File: src/rtl/tgrp_pkg.sv
// Shared definitions for the cascadable timer group.
// Assumes byte addressing with one 64-byte window per timer and
// 16-byte spacing between the registers inside that window.
package tgrp_pkg;

    localparam int unsigned TG_TIMER_SPAN = 64;
    localparam int unsigned TG_REG_STRIDE = 16;
    localparam int unsigned TG_REG_LSB    = $clog2(TG_REG_STRIDE);
    localparam int unsigned TG_TMR_LSB    = $clog2(TG_TIMER_SPAN);

    // Register slot inside a timer window; the order sets the address.
    typedef enum logic [1:0] {
        REG_COUNT  = 2'd0,
        REG_RELOAD = 2'd1,
        REG_VECTOR = 2'd2,
        REG_DEST   = 2'd3
    } tg_reg_e;

endpackage

File: src/rtl/tgrp_prescaler.sv
// Shared clock prescaler for the timer group.
// A counter that runs freely from reset. It gives a one-cycle enable
// whenever its low BASE_LOG2+sel bits are all ones.
// Assumes sel can change at any time; the new ratio applies at once.
module tgrp_prescaler #(
    parameter int unsigned SEL_W     = 2,
    parameter int unsigned BASE_LOG2 = 3
) (
    input  logic             clk,
    input  logic             rst_n,
    input  logic [SEL_W-1:0] sel,
    output logic             tick
);
    localparam int unsigned CNT_W = BASE_LOG2 + (1 << SEL_W) - 1;
    localparam int unsigned SH_W  = $clog2(CNT_W + 1);

    logic [CNT_W-1:0] cnt_q;
    logic [SH_W-1:0]  shamt;
    logic [CNT_W:0]   limit;
    logic [CNT_W:0]   mask_full;
    logic [CNT_W-1:0] mask;

    // Build the mask of low bits that the selected ratio looks at.
    always_comb begin
        shamt     = SH_W'(BASE_LOG2) + SH_W'(sel);
        limit     = (CNT_W+1)'(1) << shamt;
        mask_full = limit - (CNT_W+1)'(1);
        mask      = mask_full[CNT_W-1:0];
        tick      = ((cnt_q & mask) == mask);
    end

    // Count freely; the counter only restarts on reset.
    always_ff @(posedge clk) begin
        if (!rst_n) cnt_q <= '0;
        else        cnt_q <= cnt_q + CNT_W'(1);
    end

    // the ratio is at least 8, so two enables are never adjacent.
    a_r2_tick_gap: assert property (@(posedge clk) disable iff (!rst_n)
        tick |=> !tick);

endmodule

File: src/rtl/tgrp_channel.sv
// One timer channel of the group.
// Holds the count, the reload word (its top bit is the inhibit flag),
// two routing storage words and the interrupt flag.
// step_in is the enable from the prescaler or from the channel below.
// chain_up says this channel is the lower half of an active pair.
// A register write to count or reload replaces the step in that cycle.
module tgrp_channel #(
    parameter int unsigned DW = 32
) (
    input  logic          clk,
    input  logic          rst_n,
    input  logic          step_in,
    input  logic          chain_up,
    input  logic          cnt_we,
    input  logic          reload_we,
    input  logic          vec_we,
    input  logic          dst_we,
    input  logic [DW-1:0] wdata,
    output logic [DW-1:0] count_o,
    output logic [DW-1:0] reload_o,
    output logic [DW-1:0] vec_o,
    output logic [DW-1:0] dst_o,
    output logic          wrap_o,
    output logic          irq_n_o
);
    localparam int unsigned INH = DW - 1;

    logic [DW-1:0] count_q;
    logic [DW-1:0] reload_q;
    logic [DW-1:0] vec_q;
    logic [DW-1:0] dst_q;
    logic          pend_q;
    logic          active;
    logic          at_zero;
    logic          expire;

    // Decide whether this channel steps, wraps or expires this cycle.
    always_comb begin
        active  = step_in && !reload_q[INH] && !cnt_we && !reload_we;
        at_zero = (count_q == '0);
        wrap_o  = active && at_zero && chain_up;
        expire  = active && at_zero && !chain_up;
    end

    // Update the count: a write first, then a decrement, a wrap or a reload.
    always_ff @(posedge clk) begin
        if (!rst_n) begin
            count_q <= '0;
        end else if (cnt_we) begin
            count_q <= wdata;
        end else if (reload_we && wdata[INH]) begin
            count_q <= {1'b0, wdata[INH-1:0]};
        end else if (active) begin
            if (!at_zero)      count_q <= count_q - DW'(1);
            else if (chain_up) count_q <= '1;
            else               count_q <= {1'b0, reload_q[INH-1:0]};
        end
    end

    // Hold the reload word; reset leaves the channel inhibited.
    always_ff @(posedge clk) begin
        if (!rst_n)         reload_q <= {1'b1, {(DW-1){1'b0}}};
        else if (reload_we) reload_q <= wdata;
    end

    // Keep the two routing words as plain storage.
    always_ff @(posedge clk) begin
        if (!rst_n) begin
            vec_q <= '0;
            dst_q <= '0;
        end else begin
            if (vec_we) vec_q <= wdata;
            if (dst_we) dst_q <= wdata;
        end
    end

    // Set the interrupt flag on expiry; a count write clears it.
    always_ff @(posedge clk) begin
        if (!rst_n)      pend_q <= 1'b0;
        else if (cnt_we) pend_q <= 1'b0;
        else if (expire) pend_q <= 1'b1;
    end

    assign count_o  = count_q;
    assign reload_o = reload_q;
    assign vec_o    = vec_q;
    assign dst_o    = dst_q;
    assign irq_n_o  = !pend_q;

    // an inhibited channel that is not written keeps its count.
    a_r3_hold: assert property (@(posedge clk) disable iff (!rst_n)
        (reload_q[INH] && !cnt_we && !reload_we) |=> $stable(count_o));

    // the interrupt line falls only after a step at count zero.
    a_r4_irq_from_zero: assert property (@(posedge clk) disable iff (!rst_n)
        $fell(irq_n_o) |-> $past(count_o == '0));

    // the interrupt line rises only after a count write.
    a_r5_irq_release: assert property (@(posedge clk) disable iff (!rst_n)
        $rose(irq_n_o) |-> $past(cnt_we));

    // a wrap leaves the lower channel at all ones.
    a_r8_wrap_fill: assert property (@(posedge clk) disable iff (!rst_n)
        wrap_o |=> (count_o == '1));

endmodule

File: src/rtl/tgrp_timer_group.sv
// Four-channel cascadable timer group, top level.
// Decodes the register port, keeps the group control word and drives
// the prescaler and the channels. Neighbouring channels can be chained
// into pairs through the control word.
// Assumes at most one write per cycle; reads are combinational.
module tgrp_timer_group
    import tgrp_pkg::*;
#(
    parameter int unsigned NUM_TIMERS  = 4,
    parameter int unsigned DATA_W      = 32,
    parameter int unsigned ADDR_W      = 9,
    parameter int unsigned ROLL_SHIFT  = 24,
    parameter int unsigned DIV_SEL_LSB = 8,
    parameter int unsigned DIV_SEL_W   = 2,
    parameter int unsigned DIV_BASE    = 3
) (
    input  logic                  clk,
    input  logic                  rst_n,
    input  logic                  wr_en,
    input  logic [ADDR_W-1:0]     wr_addr,
    input  logic [DATA_W-1:0]     wr_data,
    input  logic [ADDR_W-1:0]     rd_addr,
    output logic [DATA_W-1:0]     rd_data,
    output logic [NUM_TIMERS-1:0] irq_n
);
    localparam int unsigned NPAIR  = NUM_TIMERS - 1;
    localparam int unsigned TIDX_W = $clog2(NUM_TIMERS);
    localparam logic [ADDR_W-1:0] CTRL_ADDR = ADDR_W'(NUM_TIMERS * TG_TIMER_SPAN);
    localparam logic [DATA_W-1:0] PAIR_BITS = DATA_W'((1 << NPAIR) - 1);
    localparam logic [DATA_W-1:0] CTRL_MASK =
        PAIR_BITS | (PAIR_BITS << ROLL_SHIFT) |
        (DATA_W'((1 << DIV_SEL_W) - 1) << DIV_SEL_LSB);

    logic [DATA_W-1:0]     ctrl_q;
    logic                  tick;
    logic [NPAIR-1:0]      pair_on;
    logic [NUM_TIMERS-1:0] step;
    logic [NUM_TIMERS-1:0] chain;
    logic [NUM_TIMERS-1:0] wrap;
    logic [NUM_TIMERS-1:0] cnt_we;
    logic [NUM_TIMERS-1:0] reload_we;
    logic [NUM_TIMERS-1:0] vec_we;
    logic [NUM_TIMERS-1:0] dst_we;
    logic [DATA_W-1:0]     count_a  [NUM_TIMERS];
    logic [DATA_W-1:0]     reload_a [NUM_TIMERS];
    logic [DATA_W-1:0]     vec_a    [NUM_TIMERS];
    logic [DATA_W-1:0]     dst_a    [NUM_TIMERS];

    logic              wr_tmr;
    logic [TIDX_W-1:0] wr_tsel;
    tg_reg_e           wr_rsel;
    logic              rd_tmr;
    logic [TIDX_W-1:0] rd_tsel;
    tg_reg_e           rd_rsel;

    // Split both addresses into a timer index and a register slot.
    always_comb begin
        wr_tmr  = (wr_addr < CTRL_ADDR) && (wr_addr[TG_REG_LSB-1:0] == '0);
        wr_tsel = wr_addr[TG_TMR_LSB +: TIDX_W];
        wr_rsel = tg_reg_e'(wr_addr[TG_REG_LSB +: 2]);
        rd_tmr  = (rd_addr < CTRL_ADDR) && (rd_addr[TG_REG_LSB-1:0] == '0);
        rd_tsel = rd_addr[TG_TMR_LSB +: TIDX_W];
        rd_rsel = tg_reg_e'(rd_addr[TG_REG_LSB +: 2]);
    end

    // Turn a write into one strobe for the addressed register.
    always_comb begin
        for (int n = 0; n < NUM_TIMERS; n++) begin
            cnt_we[n]    = wr_en && wr_tmr && (wr_tsel == TIDX_W'(n)) && (wr_rsel == REG_COUNT);
            reload_we[n] = wr_en && wr_tmr && (wr_tsel == TIDX_W'(n)) && (wr_rsel == REG_RELOAD);
            vec_we[n]    = wr_en && wr_tmr && (wr_tsel == TIDX_W'(n)) && (wr_rsel == REG_VECTOR);
            dst_we[n]    = wr_en && wr_tmr && (wr_tsel == TIDX_W'(n)) && (wr_rsel == REG_DEST);
        end
    end

    // Store the writable control bits only.
    always_ff @(posedge clk) begin
        if (!rst_n)                             ctrl_q <= '0;
        else if (wr_en && wr_addr == CTRL_ADDR) ctrl_q <= wr_data & CTRL_MASK;
    end

    tgrp_prescaler #(
        .SEL_W     (DIV_SEL_W),
        .BASE_LOG2 (DIV_BASE)
    ) u_prescaler (
        .clk   (clk),
        .rst_n (rst_n),
        .sel   (ctrl_q[DIV_SEL_LSB +: DIV_SEL_W]),
        .tick  (tick)
    );

    // A pair is active only when its chain bit and its wrap bit are both set.
    for (genvar k = 0; k < NPAIR; k++) begin : g_pair
        assign pair_on[k] = ctrl_q[k] & ctrl_q[ROLL_SHIFT + k];
    end

    // Choose each channel's step source and build the channels.
    for (genvar n = 0; n < NUM_TIMERS; n++) begin : g_chan
        if (n == 0) begin : g_first
            assign step[n] = tick;
        end else begin : g_next
            assign step[n] = pair_on[n-1] ? wrap[n-1] : tick;
        end

        if (n < NPAIR) begin : g_low
            assign chain[n] = pair_on[n];
        end else begin : g_top
            assign chain[n] = 1'b0;
        end

        tgrp_channel #(
            .DW (DATA_W)
        ) u_chan (
            .clk       (clk),
            .rst_n     (rst_n),
            .step_in   (step[n]),
            .chain_up  (chain[n]),
            .cnt_we    (cnt_we[n]),
            .reload_we (reload_we[n]),
            .vec_we    (vec_we[n]),
            .dst_we    (dst_we[n]),
            .wdata     (wr_data),
            .count_o   (count_a[n]),
            .reload_o  (reload_a[n]),
            .vec_o     (vec_a[n]),
            .dst_o     (dst_a[n]),
            .wrap_o    (wrap[n]),
            .irq_n_o   (irq_n[n])
        );
    end

    // Return the addressed register; unmapped addresses read zero.
    always_comb begin
        rd_data = '0;
        if (rd_addr == CTRL_ADDR) begin
            rd_data = ctrl_q;
        end else if (rd_tmr) begin
            case (rd_rsel)
                REG_COUNT:  rd_data = count_a[rd_tsel];
                REG_RELOAD: rd_data = reload_a[rd_tsel];
                REG_VECTOR: rd_data = vec_a[rd_tsel];
                REG_DEST:   rd_data = dst_a[rd_tsel];
                default:    rd_data = '0;
            endcase
        end
    end

    // the upper half of an active pair steps only on a wrap from below.
    a_r9_upper_source: assert property (@(posedge clk) disable iff (!rst_n)
        (pair_on[0] && !wrap[0]) |-> !step[1]);

    // bits outside the writable set never read back as 1.
    a_r11_ctrl_clean: assert property (@(posedge clk) disable iff (!rst_n)
        (rd_addr == CTRL_ADDR) |-> ((rd_data & ~CTRL_MASK) == '0));

endmodule

File: config.mk
export PLATFORM = sky130hd
export DESIGN_NAME = tgrp_timer_group
export DESIGN_NICKNAME = d
export VERILOG_FILES = /design/src/rtl/tgrp_pkg.sv /design/src/rtl/tgrp_prescaler.sv /design/src/rtl/tgrp_channel.sv /design/src/rtl/tgrp_timer_group.sv
export SDC_FILE = /design/constraint.sdc
export NUM_CORES = 1
export LEC_CHECK = 0
export ABC_AREA = 1
export ABC_CLOCK_PERIOD_IN_PS = 4700
export BUFFER_PORTS_ARGS = -buffer_cell sky130_fd_sc_hd__buf_4
export CAP_MARGIN = 15
export CELL_PAD_IN_SITES_DETAIL_PLACEMENT = 1
export CELL_PAD_IN_SITES_GLOBAL_PLACEMENT = 1
export CORE_UTILIZATION = 39
export CTS_BUF_LIST = sky130_fd_sc_hd__clkbuf_16
export CTS_CLUSTER_DIAMETER = 200
export DETAILED_ROUTE_END_ITERATION = 10
export GPL_TIMING_DRIVEN = 0
export PLACE_DENSITY_LB_ADDON = 0.1
export SLEW_MARGIN = 20
export SYNTH_ARGS = -nofsm -noshare
export SYNTH_HDL_FRONTEND = slang
export SYNTH_SLANG_ARGS = --single-unit
File: constraint.sdc
create_clock -name clk -period 4.7 [get_ports clk]
set_input_delay 0.235 -clock clk [delete_from_list [all_inputs] [get_ports clk]]
set_output_delay 0.235 -clock clk [all_outputs]
set_load 0.03 [all_outputs]
==> metrics.md, run 1 <==
| Metric | Value |
|---|---|
| Failing checks | `design-rule violations` |
| Layout cells sized above 1 | `7.086%` |
| Core outline area | `0.07185 mm²` |
| Peak VDD IR | `238.3 µV` |
| H-tree depth | `3` |
| Crit-path max cell delay | `980 ps` |
| Met3 Usage GRT | `13.88%` |
| Setup-failing EPs final | `0` |
| Top_reg_cell synth | `dfxtp_1` |
| Met1 Usage GRT | `59.71%` |
| Root Buffer | `clkbuf_16` |
| Crit path kind | `in2out` |
| Final TNS setup | `0 ps` |
| RSZ-0062 raised after global routing | `false` |
| Worst-path cell chain | `buf_2, inv_2, buf_2, clkbuf_1, a21oi_1, o21ai_0, a21oi_1, a2111oi_1, a311oi_1, buf_4` |
| # rows | `98` |
| Commonest non-fill, non-tap cells in the layout | `752 x a21oi_1, 662 x o21ai_0, 530 x dfxtp_1` |
| Pwr dens | `328.9 mW/mm²` |
| Worst Hold Path Cells | `3` |
| Global-route usage over all layers | `46.87%` |
| Number of global-route vias before repair | `32,050` |
| Worst path depth | `10` |
| Post-detailed-route count of antenna-violating nets | `0` |
| Number of distinct library cells after synthesis | `58` |
| I/O Pins | `89` |
| Clock Sink Count | `530` |
| CTS buffer count | `67` |
| Final Max Slew Viols | `0` |
| CTS tree | `built` |
| Status | `complete, but fails checks` |
| Synthesized instance count | `4,192` |
| Hold Crit Class | `in2reg` |
| FMAX | `233.6 MHz` |
| Clock-pin slew on the worst setup and hold paths | `50 ps` |
| Synth warn | `0` |
| Fill count | `9,529` |
| Worst slew margin | `11.65%` |
| Sequential share of the synthesized area | `37.27%` |
| CP max-delay cell | `a2111oi_1` |
| GR peak layer | `met2` |
| Worst skew pair latency | `640 ps` |
| Worst-Margin Slew | `1325 ps` |
| Total grt overflow | `0` |
| Leak pwr | `12.14 nW` |
| First-pass GRT wire length | `244,800 µm` |
| Yosys reg bits | `530` |
| Commonest non-fill, non-tap cell in the layout | `a21oi_1` |
| Max-cap violation count | `0` |
| Die Ht | `272.2 µm` |
| Finished Cell Area | `0.03250 mm²` |
| Min Tclk post-route | `4282 ps` |
| Pre-antenna DRT Iters | `9` |
| Area taken by multi-input logic gates | `0.01485 mm²` |
| Iteration-0 DRC Markers | `4,896` |
| Startpoint Class | `input pin` |
| CP required | `4470 ps` |
| Final WL | `177,900 µm` |
| Post-CTS Setup Repair Bufs | `0` |
| Die area | `0.07409 mm²` |
| Resized Gates After CTS | `0` |
| Initial antenna violation count | `22` |
| Worst Path Max Fanout | `10` |
| Post-synth EDFFs | `0` |
| Period utilization | `91.10%` |
| CP Capture Type | `primary output` |
| Clk_skew | `23.02 ps` |
| Largest buffer count on any clock path | `3` |
| Die W | `272.2 µm` |
| Top Family by Delay on Critical Path | `compound AO/OA/AOI/OAI gates` |
| Mean Syn Cell Area | `6.792 µm²` |
| Via Count | `34,010` |
| DP Area | `0.03032 mm²` |
| Drt drc | `1` |
| Data arrival time of the worst path | `4050 ps` |
| Netlist Area Pre-Place | `0.02847 mm²` |
| Port buffer count | `83` |
| Sequential standard cell area | `0.01061 mm²` |
| Placed wire-length estimate | `138,600 µm` |
| Final GP Congestion | `1.126` |
| Wire length per cell | `33.15 µm` |
| Syn-to-layout area delta | `14.15%` |
| Starting Density | `39.62%` |
| Critical path buffers and inverters | `5` |
| Ys async rst share | `0%` |
| Grt met2 use | `67.88%` |
| Register-to-Register Path Depth | `14` |
| Largest net degree at the start of global routing | `14` |
| NumNets Final | `4,416` |
| Vias/cell | `6.339` |
| Final hold vios | `0` |
## report_power, final
part | internal (mW) | switching, mW
clock | 2.76 | 2.28
combinational | 0.211 | 0.933
sequential | 4.50 | 0.00818
## logic make-up (layout without fill, tap and decap cells)
kind of cell	Yosys count	count (layout)	synth area share, %
compound gates	1711	1711	32.98
simple gates	1084	1084	16.45
buf+inv	784	994	10.64
flops	530	530	37.27
xor+xnor	72	72	2.215
fa+ha+maj	10	10	0.4395
other cells	1	14	0.01317
## sequential cells by signal, indices dropped and copies added (netlist names)
register	count
g_chan.u_chan.vec_o	128
g_chan.u_chan.dst_o	128
g_chan.u_chan.reload_o	128
g_chan.u_chan.pend_q	4
u_prescaler.cnt_q	6
g_chan.u_chan.count_o	128
ctrl_q	8
## area by class of cell
| type | instances | area share (%) |
|---|---|---|
| Multi-Input combinational cell | 2879 | 45.70 |
| Timing Repair Buffer | 91 | 2.141 |
| Inverter | 457 | 5.278 |
| Clock buffer | 68 | 5.236 |
| Antenna cell | 12 | 0.09240 |
| Clock inverter | 51 | 1.109 |
| Buffer | 327 | 4.143 |
| Sequential cell | 530 | 32.65 |
| Tap cell | 950 | 3.658 |
## worst paths after layout
check                                   start                      endpoint  slack (ps)
setup / recovery                   rd_addr[6]                    rd_data[3]         420
hold / removal                    wr_data[27]  g_chan[0].u_chan.count_o[27]          10
setup reg to reg  g_chan[1].u_chan.count_o[1]  g_chan[2].u_chan.count_o[10]        1580
hold reg to reg    g_chan[2].u_chan.dst_o[20]    g_chan[2].u_chan.dst_o[20]         450
## worst min-delay path, cell delays in order
cell and delay, ps:
buf_4 110, o221ai_1 120, a31oi_1 140
## synthesized netlist by cell type, types with 7 or more instances
master       n  area share [%]
nor3_1      44            0.77
o22ai_1     12            0.26
buf_2       24            0.42
nand4_1     30            0.66
nand3_1    178             3.1
o211ai_1    33            0.87
xor2_1      57             1.8
o221ai_1    52             1.6
buf_4        9            0.24
nand2_1    465             6.1
nand2_2      7            0.15
o21ai_0    667              12
nor2_1     306             4.0
nor2_2      16            0.35
ha_1        10            0.44
a31oi_1     42            0.92
dfxtp_1    530              37
a2111oi_0   22            0.68
o311ai_0     8            0.25
inv_2       17            0.22
buf_1       20            0.26
a21oi_1    752              13
xnor2_1     15            0.46
inv_1      434             5.7
clkbuf_1   271             3.6
a211oi_1    77             2.0
nor4_1       9            0.20
a311oi_1    10            0.31
## what timing repair did
action,CTS,global route
hold buffers,5,0
endpoints found under the setup margin,0,0
endpoints found under the hold margin,5,0
## metrics by stage
step | utilization, % | setup WS, ps | power [mW] | hold WS (ps) | cells
2_1_floorplan | - | 2273 | 5.074 | 417.2 | 4193
3_3_place_gp | 42.15 | 473.4 | 5.653 | 435.2 | 5226
3_5_place_dp | 42.20 | 714.4 | 5.663 | 445.7 | 5226
4_1_cts | 45.14 | 713.2 | 10.60 | 2.033 | 5350
5_1_grt | 45.19 | 527.5 | 10.82 | 49.04 | 5354
6_report | 45.23 | 418.3 | 10.69 | 14.32 | 5365
## routing by layer
layer | share of wire, % | vias to the layer above
li1 | - | 14750
met1 | 39 | 16550
met2 | 41 | 2175
met3 | 12 | 528
met4 | 7.9 | 8
met5 | 0.035 | -
(Power assumes the default switching activity.)
==> run 2, diff against run 1 <==
--- a/config.mk
+++ b/config.mk
@@ -20,4 +20,5 @@
 export SLEW_MARGIN = 20
 export SYNTH_ARGS = -nofsm -noshare
 export SYNTH_HDL_FRONTEND = slang
+export SYNTH_HIERARCHICAL = 1
 export SYNTH_SLANG_ARGS = --single-unit
==> run 2 against run 1 <==
  * The run now ends clean
  * Global-route usage shrank 3.4 points
  * Wire length is 1.3% lower
  * Synthesized area rose by 7.0%
  * Die area increased by 7.0%
  * Total power is 0.80% lower
  * Cell area rose by 7.1%
  * Via count grew 5.7%
  * First-iteration DRC count down 24%
  * Critical endpoint is now g_chan[3].u_chan/count_o[1]
  * Largest cell class unchanged
==> metrics.md, run 2 <==
| Metric | Value |
|---|---|
| Vias/cell | `5.811` |
| Comb pwr share | `10.6%` |
| Layout cells sized above 1 | `8.184%` |
| RSZ-0062 raised after global routing | `false` |
| Fin cells | `6,187` |
| Worst Setup EP | `g_chan[3].u_chan/count_o[1]` |
| Final Max Slew Viols | `0` |
| Final hold vios | `0` |
| Clk_skew | `12.61 ps` |
| Synthesized instance count | `4,915` |
| Cell Int Power | `7.458 mW` |
| Core outline area | `0.07734 mm²` |
| H-tree depth | `3` |
| Max-cap violation count | `0` |
| R2r setup slk | `230 ps` |
| Largest buffer count on any clock path | `3` |
| Clock-pin slew on the worst setup and hold paths | `60 ps` |
| Sw frac | `29.66%` |
| Number of global-route vias before repair | `34,390` |
| Placed wire-length estimate | `140,400 µm` |
| Clock network power share | `46.9%` |
| Netlist Area Pre-Place | `0.03047 mm²` |
| Data arrival time of the worst path | `4960 ps` |
| Cells after DPL | `6,044` |
| Hold Crit Class | `in2reg` |
| Commonest non-fill, non-tap cells in the layout | `858 x nand2_1, 708 x nor2_1, 625 x inv_1` |
| Global-route usage over all layers | `43.48%` |
| Worst reg2reg startpoint | `ctrl_q[8]` |
| Pre-antenna DRT Iters | `6` |
| CTS tree | `built` |
| First-pass GRT wire length | `245,300 µm` |
| Pwr dens | `304.5 mW/mm²` |
| Die W | `281.5 µm` |
| Worst Path Max Fanout | `10` |
| Syn-to-layout area delta | `14.25%` |
| FF-to-FF End | `g_chan[3].u_chan/count_o[1]` |
| DP Area | `0.03244 mm²` |
| NumNets Final | `5,158` |
| Post-detailed-route count of antenna-violating nets | `0` |
| Initial antenna violation count | `7` |
| Clock Sink Count | `530` |
| Finished Cell Area | `0.03482 mm²` |
| Peak VDD IR | `248.2 µV` |
| Worst skew pair latency | `640 ps` |
| Worst slew margin | `35.37%` |
| Min Tclk post-route | `4468 ps` |
| # rows | `102` |
| Status | `finished clean` |
| Die Ht | `281.5 µm` |
| Root Buffer | `clkbuf_16` |
| CTS buffer count | `67` |
| Sequential power share | `42.5%` |
| Mean Syn Cell Area | `6.200 µm²` |
| Iteration-0 DRC Markers | `3,726` |
| Worst-Margin Slew | `959.3 ps` |
| Via Count | `35,960` |
| Leak pwr | `15.75 nW` |
| CP Capture Type | `flip-flop` |
| Drt drc | `0` |
| CP max-delay cell | `dfxtp_1` |
| CP startpoint | `ctrl_q[8]` |
| Period utilization | `95.07%` |
| I/O Pins | `89` |
| Crit-path max cell delay | `360 ps` |
| Port buffer count | `87` |
| Register-to-Register Path Depth | `28` |
| Final GP Congestion | `1.038` |
| Wire length per cell | `28.39 µm` |
| Commonest non-fill, non-tap cell in the layout | `nand2_1` |
| Synth warn | `6` |
| Critical path's most frequent cell | `nand3_4` |
| Sw Pwr | `3.145 mW` |
| CP required | `5190 ps` |
| Total grt overflow | `0` |
| Largest net degree at the start of global routing | `18` |
| Setup-failing EPs final | `0` |
| Die area | `0.07926 mm²` |
| FMAX | `223.8 MHz` |
| Crit path kind | `reg2reg` |
| Startpoint Class | `flip-flop` |
| Final WL | `175,600 µm` |
| Starting Density | `39.40%` |
-- run 2: layer usage --
metal / track usage (%) / vias to the layer above / routed length [µm]
met1: 53.48 / 17500 / 69730
met5: 0 / - / 35
met3: 8.924 / 515 / 14440
met2: 68.50 / 1591 / 77600
li1: - / 16350 / -
met4: 29.15 / 6 / 13820
-- run 2: power groups by stage --
stage	Sequential, mW	Clock, mW	Combinational, mW
final	4.51	4.98	1.12
after global routing	4.51	5.15	1.14
after CTS	4.51	4.98	1.06
after detailed placement	4.61	0	1.04
after global placement	4.61	0	1.04
after floorplan	4.60	0	0.490
-- run 2: final cells by class --
type / count / area, µm²
Tap cell: 1040 / 1301
Fill cell: 10550 / 42520
Sequential cell: 530 / 10610
Clock buffer: 69 / 1727
Buffer: 293 / 1374
Multi-Input combinational cell: 3459 / 16250
Timing Repair Buffer: 109 / 845.8
Antenna cell: 3 / 7.507
Clock inverter: 49 / 296.5
Inverter: 635 / 2409
-- run 2: repair_timing --
action / CTS / global route
endpoints found under the setup margin: 66 / 33
endpoints found under the hold margin: 10 / 0
gates resized for setup: 36 / 8
buffers inserted: 4 / 12
hold buffers: 6 / 0
pin swaps: 3 / 2
-- run 2: worst max-delay path: cells and delay by family (launching register included) --
family                 cells  cell delay (ps)
AO/OA/AOI/OAI              3              340
buffers and inverters      6              870
flip-flops                 1              360
AND/OR/NAND/NOR           19             2700
-- run 2: worst min-delay path by stage --
stage                                    start                        end  slack, ps  cells past startpoint
after floorplan                          rst_n       u_prescaler/cnt_q[1]        330                      2
after global placement    u_prescaler/cnt_q[0]       u_prescaler/cnt_q[0]        440                      1
after detailed placement  u_prescaler/cnt_q[0]       u_prescaler/cnt_q[0]        460                      1
after CTS                           wr_data[3]  g_chan[2].u_chan/dst_o[3]         10                      3
after global routing                wr_data[3]  g_chan[2].u_chan/dst_o[3]         40                      3
final                               wr_data[3]  g_chan[2].u_chan/dst_o[3]         40                      3
-- run 2: metrics by stage --
step	util, %	hold WS, ps	setup slack, ps	power, mW	TNS (ps)
after floorplan	-	328.5	687.3	5.093	0
after global placement	41.94	439.3	-3424	5.648	-198190
after detailed placement	41.95	457.7	-2919	5.651	-151070
after CTS	44.86	12.62	51.53	10.55	0
after global routing	45.01	41.07	10.86	10.80	0
final	45.02	37.50	231.8	10.60	0
